`src/rtl/rsm_pkg.sv`:
```
package rsm_pkg;
  typedef enum logic [1:0] {
    HDR_IGNORE = 2'd0,
    HDR_ACCEPT = 2'd1,
    HDR_CLASH  = 2'd2
  } hdr_verdict_e;
endpackage

```
`src/rtl/sect_gate.sv`:
```
// Header admission: decides whether a section is taken, skipped or flagged.
module sect_gate #(
  parameter int SEC_W = 8,
  parameter int GRP_W = 4
) (
  input  logic             clk,
  input  logic             rst,
  input  logic             hdr_valid,
  input  logic [SEC_W-1:0] hdr_sec,
  input  logic [SEC_W-1:0] hdr_last,
  input  logic [GRP_W-1:0] hdr_grp,
  input  logic             hdr_crc_ok,
  input  logic             seen_hit,
  output logic             accept,
  output logic [SEC_W-1:0] last_q,
  output logic [GRP_W-1:0] grp_q,
  output logic             locked_q,
  output logic             clash_q
);
  import rsm_pkg::*;

  hdr_verdict_e verdict;

  always_comb begin
    verdict = HDR_IGNORE;
    if (hdr_valid && hdr_crc_ok && (hdr_sec <= hdr_last)) begin
      if (locked_q && ((hdr_last != last_q) || (hdr_grp != grp_q)))
        verdict = HDR_CLASH;
      else if (locked_q && seen_hit)
        verdict = HDR_IGNORE;
      else
        verdict = HDR_ACCEPT;
    end
  end

  assign accept = (verdict == HDR_ACCEPT);

  always_ff @(posedge clk) begin
    if (rst) begin
      last_q   <= '0;
      grp_q    <= '0;
      locked_q <= 1'b0;
      clash_q  <= 1'b0;
    end else begin
      if (verdict == HDR_ACCEPT && !locked_q) begin
        last_q   <= hdr_last;
        grp_q    <= hdr_grp;
        locked_q <= 1'b1;
      end
      if (verdict == HDR_CLASH)
        clash_q <= 1'b1;
    end
  end
endmodule

```
`src/rtl/sect_map.sv`:
```
// Received-section bitmap with coverage test and distinct-section counter.
module sect_map #(
  parameter int SEC_PER_GRP = 256,
  parameter int SEC_W       = 8,
  parameter int CNT_W       = 9
) (
  input  logic             clk,
  input  logic             rst,
  input  logic             set_en,
  input  logic [SEC_W-1:0] set_idx,
  input  logic [SEC_W-1:0] query_idx,
  input  logic [SEC_W-1:0] last_q,
  input  logic             locked,
  output logic             query_hit,
  output logic             complete,
  output logic [CNT_W-1:0] count
);
  logic [SEC_PER_GRP-1:0] seen_q;
  logic [SEC_PER_GRP-1:0] covered;

  always_ff @(posedge clk) begin
    if (rst) begin
      seen_q <= '0;
      count  <= '0;
    end else if (set_en && !seen_q[set_idx]) begin
      seen_q[set_idx] <= 1'b1;
      count           <= count + CNT_W'(1);
    end
  end

  assign query_hit = seen_q[query_idx];

  generate
    for (genvar g = 0; g < SEC_PER_GRP; g++) begin : g_cov
      localparam logic [SEC_W-1:0] IDX = SEC_W'(g);
      assign covered[g] = seen_q[g] | (IDX > last_q);
    end
  endgenerate

  assign complete = locked & (&covered);
endmodule

```
`src/rtl/sect_writer.sv`:
```
// Payload placement: turns accepted section bytes into memory writes.
module sect_writer #(
  parameter int SEC_BYTES = 4080,
  parameter int SEC_W     = 8,
  parameter int GRP_W     = 4,
  parameter int ADDR_W    = 24,
  parameter int OFF_W     = 12
) (
  input  logic              clk,
  input  logic              rst,
  input  logic              accept,
  input  logic [SEC_W-1:0]  hdr_sec,
  input  logic [GRP_W-1:0]  hdr_grp,
  input  logic              byte_valid,
  input  logic [7:0]        byte_data,
  input  logic              sec_end,
  output logic              commit,
  output logic [SEC_W-1:0]  commit_idx,
  output logic [OFF_W-1:0]  commit_len,
  output logic              mem_we,
  output logic [ADDR_W-1:0] mem_addr,
  output logic [7:0]        mem_wdata
);
  localparam int IDX_W = GRP_W + SEC_W;

  logic              active_q;
  logic [SEC_W-1:0]  sec_q;
  logic [ADDR_W-1:0] base_q;
  logic [OFF_W-1:0]  off_q;
  logic [ADDR_W-1:0] base_next;
  logic [IDX_W-1:0]  flat_idx;

  assign flat_idx  = {hdr_grp, hdr_sec};
  assign base_next = ADDR_W'(flat_idx) * ADDR_W'(SEC_BYTES);

  always_ff @(posedge clk) begin
    if (rst) begin
      active_q  <= 1'b0;
      sec_q     <= '0;
      base_q    <= '0;
      off_q     <= '0;
      mem_we    <= 1'b0;
      mem_addr  <= '0;
      mem_wdata <= '0;
    end else begin
      mem_we <= 1'b0;
      if (accept) begin
        active_q <= 1'b1;
        sec_q    <= hdr_sec;
        base_q   <= base_next;
        off_q    <= '0;
      end else if (active_q && sec_end) begin
        active_q <= 1'b0;
      end else if (active_q && byte_valid && (off_q < OFF_W'(SEC_BYTES))) begin
        mem_we    <= 1'b1;
        mem_addr  <= base_q + ADDR_W'(off_q);
        mem_wdata <= byte_data;
        off_q     <= off_q + OFF_W'(1);
      end
    end
  end

  assign commit     = active_q & sec_end & ~accept;
  assign commit_idx = sec_q;
  assign commit_len = off_q;
endmodule

```
`src/rtl/sect_reasm.sv`:
```
module sect_reasm #(
  parameter int SEC_BYTES   = 4080,
  parameter int SEC_PER_GRP = 256,
  parameter int GRP_W       = 4,
  parameter int SIZE_W      = 32,
  localparam int SEC_W      = $clog2(SEC_PER_GRP),
  localparam int CNT_W      = $clog2(SEC_PER_GRP + 1),
  localparam int OFF_W      = $clog2(SEC_BYTES + 1),
  localparam int ADDR_W     = $clog2(SEC_BYTES * SEC_PER_GRP * (2 ** GRP_W))
) (
  input  logic              clk,
  input  logic              rst,
  input  logic              hdr_valid,
  input  logic [SEC_W-1:0]  hdr_sec,
  input  logic [SEC_W-1:0]  hdr_last,
  input  logic [GRP_W-1:0]  hdr_grp,
  input  logic              hdr_crc_ok,
  input  logic              byte_valid,
  input  logic [7:0]        byte_data,
  input  logic              sec_end,
  input  logic [SIZE_W-1:0] core_size,
  output logic              mem_we,
  output logic [ADDR_W-1:0] mem_addr,
  output logic [7:0]        mem_wdata,
  output logic [CNT_W-1:0]  progress,
  output logic              done,
  output logic              clash
);
  logic              accept;
  logic              seen_hit;
  logic              complete;
  logic              locked_q;
  logic [SEC_W-1:0]  last_q;
  logic [GRP_W-1:0]  grp_q;
  logic              commit;
  logic [SEC_W-1:0]  commit_idx;
  logic [OFF_W-1:0]  commit_len;
  logic [SIZE_W-1:0] total_q;

  sect_gate #(.SEC_W(SEC_W), .GRP_W(GRP_W)) u_gate (
    .clk(clk), .rst(rst),
    .hdr_valid(hdr_valid), .hdr_sec(hdr_sec), .hdr_last(hdr_last),
    .hdr_grp(hdr_grp), .hdr_crc_ok(hdr_crc_ok), .seen_hit(seen_hit),
    .accept(accept), .last_q(last_q), .grp_q(grp_q),
    .locked_q(locked_q), .clash_q(clash)
  );

  sect_map #(.SEC_PER_GRP(SEC_PER_GRP), .SEC_W(SEC_W), .CNT_W(CNT_W)) u_map (
    .clk(clk), .rst(rst),
    .set_en(commit), .set_idx(commit_idx), .query_idx(hdr_sec),
    .last_q(last_q), .locked(locked_q),
    .query_hit(seen_hit), .complete(complete), .count(progress)
  );

  sect_writer #(
    .SEC_BYTES(SEC_BYTES), .SEC_W(SEC_W), .GRP_W(GRP_W),
    .ADDR_W(ADDR_W), .OFF_W(OFF_W)
  ) u_wr (
    .clk(clk), .rst(rst),
    .accept(accept), .hdr_sec(hdr_sec), .hdr_grp(hdr_grp),
    .byte_valid(byte_valid), .byte_data(byte_data), .sec_end(sec_end),
    .commit(commit), .commit_idx(commit_idx), .commit_len(commit_len),
    .mem_we(mem_we), .mem_addr(mem_addr), .mem_wdata(mem_wdata)
  );

  always_ff @(posedge clk) begin
    if (rst) begin
      total_q <= '0;
      done    <= 1'b0;
    end else begin
      if (commit)
        total_q <= total_q + SIZE_W'(commit_len);
      done <= complete && (total_q == core_size);
    end
  end
endmodule

```
`config.mk`:
```
export PLATFORM = sky130hd
export DESIGN_NAME = sect_reasm
export DESIGN_NICKNAME = d
export VERILOG_FILES = /design/src/rtl/rsm_pkg.sv /design/src/rtl/sect_gate.sv /design/src/rtl/sect_map.sv /design/src/rtl/sect_writer.sv /design/src/rtl/sect_reasm.sv
export SDC_FILE = /design/constraint.sdc
export NUM_CORES = 1
export LEC_CHECK = 0
export CORE_MARGIN = 2
export CORE_UTILIZATION = 55
export DETAILED_ROUTE_END_ITERATION = 8
export PLACE_DENSITY = 0.7
export SLEW_MARGIN = 20
export SYNTH_ARGS = -nofsm -noshare
export SYNTH_HDL_FRONTEND = slang
export SYNTH_HIERARCHICAL = 1
export SYNTH_SLANG_ARGS = --single-unit
```
`constraint.sdc`:
```
create_clock -name clk -period 8.1 [get_ports clk]
set_input_delay 1.215 -clock clk [delete_from_list [all_inputs] [get_ports clk]]
set_output_delay 1.215 -clock clk [all_outputs]
set_load 0.02 [all_outputs]
```
# --- Word level (Yosys, flattened, before mapping) ---
# Cells that the tools add are included.
classes:
  n_addsub: 4
  multipliers: 1
  div_mod_pow: 0
  magnitude_cmp: 261
  n_eq_ne: 5
  n_shift: 0
  n_mux: 12
  bitwise_logic: 262
  reduce_logical: 20
ops:
  columns: ["operator", "count"]
  rows:
  - ["> comparator 8 bit (first input constant)", 128]
  - ["> comparator 7 x 8 -> 1 bit (first input constant)", 64]
  - ["> comparator 6 x 8 -> 1 bit (first input constant)", 32]
  - ["OR 1 bit", 256]
  - ["OR 256 bit", 1]
  - ["AND reduction 256 bit", 1]
  - ["> comparator 5 x 8 -> 1 bit (first input constant)", 16]
  - ["> comparator 4 x 8 -> 1 bit (first input constant)", 8]
  - ["adder 32 x 12 -> 32 bit", 1]
  - ["equality test 32 bit", 1]
  - ["> comparator 3 x 8 -> 1 bit (first input constant)", 4]
  - ["adder 24 x 12 -> 24 bit", 1]
  - ["multiplier 12 x 8 -> 20 bit (second input constant)", 1]
  - ["less-than comparator 8 x 9 -> 1 bit (second input constant)", 2]
  - ["binary-select mux 1 bit (select 8 bit)", 2]
  - ["> comparator 1 x 8 -> 1 bit (first input constant)", 2]
  - ["> comparator 2 x 8 -> 1 bit (first input constant)", 2]
  - ["adder 12 x 1 -> 12 bit (second input constant)", 1]
  - ["less-than comparator 12 bit (second input constant)", 1]
  - ["logical AND 1 bit", 11]
  - ["adder 9 x 1 -> 9 bit (second input constant)", 1]
  - ["demux 1 bit (select 8 bit)", 1]
  - [">= comparator 8 x 1 -> 1 bit (second input constant)", 1]
  - ["less-or-equal comparator 8 bit", 1]
  - ["other kinds (15)", 26]
word_totals:
  reg_bits: 386
  latchBits: 0
  mem_bits_rw: 0
  rom_bits: 0
  inputBits: 66
  out_inout_bits: 44
  elab_cells: 580
  memories: 0

# --- Depth between registers and ports, before layout ---
depth:
  ltp_word: 10
  mapped_depth: 21
  mapped_depth_nobuf: 16

# --- Hierarchy ---
# Netlist, hierarchy kept.
modules_own_cells:
  columns: ["mod", "instances", "cells_per_inst", "area_each_um2", "seq_area_each_um2"]
  rows:
  - ["sect_map", 1, 1847, 16578.4, 5305.1]
  - ["sect_writer", 1, 624, 5579.1, 1461.4]
  - ["sect_reasm", 1, 272, 2364.8, 660.6]
  - ["sect_gate", 1, 105, 924.6, 280.3]

# --- Worst setup path before layout ---
# Ideal clock, no wire load.
synth_timing:
  kind: "in2reg"
  start: "in hdr_sec[1]"
  end: "reg u_map.count[5]"
  setup_ps: 123
  arrival_ps: 6176
  required_ps: 7977
  slack_ps: 1801
  cell_stages: 21
  n_path_buf: 6
  cell_sequence: "clkbuf_1 clkbuf_1 clkbuf_1 mux4_2 mux4_2 mux4_2 mux4_2 o21ai_0 and2_1 clkbuf_1 clkbuf_1 nor2_1 inv_1 a31oi_1 o41ai_1 nor4_1 nand4_1 or3_1 buf_2 nor3_1 mux2_1"
synth_via:
  elab_chain_cells: 10
  elab_cells_between_ends: 12
  cone_classes: "order compare: 1; eq/ne: 1; mux: 5; bitwise: 2; reduce/logical: 3"
synth_lines:
  columns: ["item", "line", "rtl"]
  rows:
  - ["from (decl)", "sect_reasm.sv:14", "input logic [SEC_W-1:0] hdr_sec,"]
  - ["binary-select mux 1 bit (select 8 bit)", "sect_map.sv:31", "assign query_hit = seen_q[query_idx];"]
  - ["2-to-1 mux 1 bit (not written as such)", "sect_map.sv:31", null]
  - ["named net seen_hit", "sect_reasm.sv:30", "logic seen_hit;"]
  - ["logical AND 1 bit", "sect_gate.sv:29", "else if (locked_q && seen_hit)"]
  - ["2-to-1 mux 1 bit", "sect_gate.sv:29", null]
  - ["2-to-1 mux 2 bit", "sect_gate.sv:27", "if (locked_q && ((hdr_last != last_q) || (hdr_grp != grp_q)))"]
  - ["2-to-1 mux 2 bit", "sect_gate.sv:26", "if (hdr_valid && hdr_crc_ok && (hdr_sec <= hdr_last)) begin"]
  - ["equality test 2 x 1 -> 1 bit", "sect_gate.sv:36", "assign accept = (verdict == HDR_ACCEPT);"]
  - ["named net accept", "sect_reasm.sv:29", "logic accept;"]
  - ["NOT 1 bit", "sect_writer.sv:63", "assign commit = active_q & sec_end & ~accept;"]
  - ["bitwise AND 1 bit", "sect_writer.sv:63", null]
  - ["named net commit", "sect_reasm.sv:35", "logic commit;"]
  - ["logical AND 1 bit", "sect_map.sv:25", "end else if (set_en && !seen_q[set_idx]) begin"]
  - ["to (signal assigned)", "sect_map.sv:27", "count <= count + CNT_W'(1);"]
  - ["to (decl)", "sect_map.sv:16", "output logic [CNT_W-1:0] count"]
# The timed path passes the listed nets, and every way through them passes these cells. The select of a mux whose other input is x is not followed.
# A chain may end at the register's enable or synchronous reset.

# --- Worst setup path in the final report ---
layout_timing:
  start: "in hdr_sec[6]"
  end: "reg u_map.seen_q[136]"
layout_via:
  elab_chain_cells: 10
  elab_cells_between_ends: 12
  cone_classes: "order compare: 1; eq/ne: 1; mux: 5; bitwise: 2; reduce/logical: 3"
layout_lines:
  columns: ["item", "line", "rtl"]
  rows:
  - ["binary-select mux 1 bit (select 8 bit)", "sect_map.sv:31", null]
  - ["2-to-1 mux 1 bit (not written as such)", "sect_map.sv:31", null]
  - ["logical AND 1 bit", "sect_gate.sv:29", null]
  - ["2-to-1 mux 1 bit", "sect_gate.sv:29", null]
  - ["2-to-1 mux 2 bit", "sect_gate.sv:27", null]
  - ["2-to-1 mux 2 bit *", "sect_gate.sv:26", null]
  - ["equality test 2 x 1 -> 1 bit *", "sect_gate.sv:36", null]
  - ["named net accept", "sect_reasm.sv:29", null]
  - ["NOT 1 bit *", "sect_writer.sv:63", null]
  - ["bitwise AND 1 bit *", "sect_writer.sv:63", null]
  - ["named net commit", "sect_reasm.sv:35", null]
  - ["logical AND 1 bit *", "sect_map.sv:25", null]
  - ["to (signal assigned)", "sect_map.sv:23", "seen_q <= '0;"]
  - ["to (signal, indexed assignment)", "sect_map.sv:26", "seen_q[set_idx] <= 1'b1;"]
  - ["to (decl)", "sect_map.sv:18", "logic [SEC_PER_GRP-1:0] seen_q;"]
# The timed path passes the listed nets; every way through them passes the cells marked *. The select of a mux whose other input is x is not followed.

==> results.sh <==
export IMPL_dieHeight_um=219.1
export IMPL_stdcell_area_um2=28060
export IMPL_pin_count=110
export IMPL_critPathArrivalTime_ps=7370
export IMPL_post_cts_buffers=0
export IMPL_period_share_pct=84.83
export IMPL_layout_commonest_cell="dfxtp_1"
export IMPL_r2r_end="u_map/seen_q[136]"
export IMPL_postRouteAntennaNets=0
export IMPL_max_freq_ghz=0.1455
export IMPL_yosys_top_cells_area="dfxtp_1 (30%), mux4_2 (13%), o22ai_1 (6.9%)"
export IMPL_yosys_area_top_type="dfxtp_1"
export IMPL_cellPowerDensity_nw_per_um2=199.0
export IMPL_fill_cells=3766
export IMPL_vdd_drop_max_mv=0.2025
export IMPL_synth_edf_count=0
export IMPL_synthArstFlopShare_pct=0
export IMPL_drt_iter0_drc=3830
export IMPL_tritoncts="done"
export IMPL_yosys_register_bits=385
export IMPL_leakage_nw=9.589
export IMPL_final_cell_mix="dfxtp_1 (378), inv_1 (372), o22ai_1 (282), nand2_1 (212), a21oi_1 (193)"
export IMPL_grt_usage_pct=44.22
export IMPL_routed_wl_um=107100
export IMPL_rr_worst_depth=15
export IMPL_clock_latency_ps=610
export IMPL_timing_rr_start="u_map/seen_q[165]"
export IMPL_finalSetupViolCount=0
export IMPL_vias_per_cell=7.042
export IMPL_dp_hpwl_um=77080
export IMPL_path_class="input pin to flip-flop"
export IMPL_cts_buffer_depth=3
export IMPL_maxSlewViolCount=0
export IMPL_drt_wirelength_per_cell_um=30.83
export IMPL_critPathSlowestCell="nand3_4"
export IMPL_hold_class="flip-flop to flip-flop"
export IMPL_min_from="u_wr/mem_addr[1]"
export IMPL_whs_endpoint="u_wr/mem_addr[1]"
export IMPL_hold_viol=0
export IMPL_holdPathStages=2
export IMPL_dieArea_um2=48000
export IMPL_worst_setup_path_end_kind="flip-flop"
export IMPL_syn_nets=3036
export IMPL_drive_gt1_share_pct=12.33
export IMPL_grt_pass1_wl_um=155300
export IMPL_ctsHtreeMaxLevel=2
export IMPL_synth_yosys_seq_area_share_pct=30.29
export IMPL_grt_ovfl_total=0
export IMPL_yosysWarnings=6
export IMPL_path_cells="clkdlybuf4s50_1 -> ha_1 -> nand4_2 -> a211oi_2 -> nor3_1 -> and2_2 -> nor2_2 -> inv_1 -> a31oi_1 -> o41ai_1 -> nor4_1 -> nand4_1 -> nor3_4 -> nand3_4 -> o22ai_1"
export IMPL_slew_headroom_pct=13.68
export IMPL_drt_pass1_iter_count=8
export IMPL_layout_min_cycle_time_ps=6871
export IMPL_maxCapViolCount=0
export IMPL_status="completed"
export IMPL_drc_errors=0
export IMPL_grt_pass1_vias=23450
export IMPL_netlist_instances=2848
export IMPL_cts_resized=0
export IMPL_start_util_pct=55.95
export IMPL_cts_root_buf="clkbuf_16"
export IMPL_row_count=78
export IMPL_clk_pin_slew_worst_paths_ps=70
export IMPL_hold_buffers=0
export IMPL_area_growth_pct=10.28
export IMPL_synthFlopType="dfxtp_1"
export IMPL_start_kind="input pin"
export IMPL_placed_cell_area_um2=26630
export IMPL_die_w_um=219.1
export IMPL_slowest_delay_ps=900
export IMPL_antenna_found_initial=7
export IMPL_numCtsBuffers=41
export IMPL_synth_top_area_share_pct=30.29
export IMPL_cp_data_required_time_ps=8600
export IMPL_synth_area_um2=25450
export IMPL_grt_max_degree=125
export IMPL_critPathMaxFanout=64
export IMPL_reg2reg_slack_ps=2060
export IMPL_cts_sinks=385
export IMPL_skew_ps=16.83
export IMPL_synth_avg_cell_area_um2=8.935
export IMPL_tightest_slew_ps=1295
export IMPL_fin_tns_setup_ps=0
export IMPL_gp_congestion=1.108
export IMPL_port_buffers=109
export IMPL_grt_setup_unrepaired="no"
export IMPL_core_um2=45480
export IMPL_ys_types=104
export IMPL_num_vias=24470
export IMPL_nNetsFinal=3026
-- worst max path at each step --
stage / slack (ps) / startpoint / end
finish: 1230 / hdr_sec[6] / u_map/seen_q[136]
global placement: 980 / hdr_sec[6] / u_map/seen_q[136]
CTS: 1420 / hdr_sec[6] / u_map/seen_q[179]
floorplan: 1800 / hdr_sec[1] / u_map/count[5]
global route: 890 / hdr_sec[6] / u_map/seen_q[179]
detailed placement: 820 / hdr_sec[6] / u_map/seen_q[167]
-- area by class of cell --
cell class	instances	area (um2)	share of cell area, %
inverter	376	1411	5.029
clock buffer	63	1269	4.521
sequential	385	7719	27.51
multi-input combinational	1879	15320	54.58
clock inverter	13	137.6	0.4905
tap	600	750.7	2.675
timing repair buffer	155	1451	5.172
antenna	3	7.507	0.02675
-- report_power, final --
| group | switching, W | internal (W) | leakage, nW |
|---|---|---|---|
| Sequential | 0.0000443 | 0.00193 | 3.11 |
| Clock | 0.000853 | 0.00112 | 0.702 |
| Combinational | 0.000999 | 0.000635 | 5.78 |
-- registers in the layout, indices dropped and copies added, names as in the netlist --
name / count
u_map/seen_q: 256
total_q: 32
u_wr/mem_addr: 24
u_wr/base_q: 19
u_wr/commit_len: 12
u_map/count: 9
u_gate/last_q: 8
u_wr/commit_idx: 8
u_wr/mem_wdata: 8
u_gate/grp_q: 4
done: 1
u_gate/clash_q: 1
u_gate/locked_q: 1
u_wr/active_q: 1
u_wr/mem_we: 1
-- worst max-delay path, delay by kind of cell --
family          cells  cell delay, ps
simple gates        8            3430
compound gates      4            1070
buf+inv             2             980
fa+ha+maj           1             580
-- stage by stage --
step / std cells / utilization (%) / setup slack (ps) / power (W) / hold WS (ps)
after floorplan: 2848 / - / 1801 / 0.003177 / 446.5
after global placement: 3395 / 58.56 / 978.9 / 0.003546 / 439.3
after detailed placement: 3395 / 58.56 / 821.4 / 0.003591 / 448.2
after CTS: 3471 / 61.65 / 1419 / 0.005541 / 455.8
after global routing: 3471 / 61.69 / 886.2 / 0.005811 / 465.8
final: 3474 / 61.70 / 1229 / 0.005584 / 454.4
-- per-layer routing --
layer / track usage, % / vias up / routed length [um]
li1: - / 10380 / -
met1: 54.93 / 11810 / 39300
met2: 67.38 / 1794 / 46110
met3: 13.64 / 477 / 13290
met4: 27.00 / 8 / 8340
met5: 0 / - / 53
-- Yosys cell counts, types with 26 or more instances --
library cell / instances
xnor2_1: 49
mux4_2: 147
inv_1: 372
xor2_1: 42
nor2_1: 132
dfxtp_1: 385
a21oi_1: 194
buf_6: 31
o21ai_0: 122
nand2_1: 212
nand3_1: 38
ha_1: 70
clkbuf_1: 128
nor4_1: 28
fa_1: 52
nor3_1: 41
mux2i_1: 46
o22ai_1: 282
nand4_1: 26
-- logic make-up after synthesis --
group | synth area share, %
compound gates | 20.78
simple gates | 12.81
buf+inv | 9.858
flops | 30.29
mux | 15.60
fa+ha+maj | 7.533
xor+xnor | 3.132
Note: power is estimated with default switching activity, not from simulation.
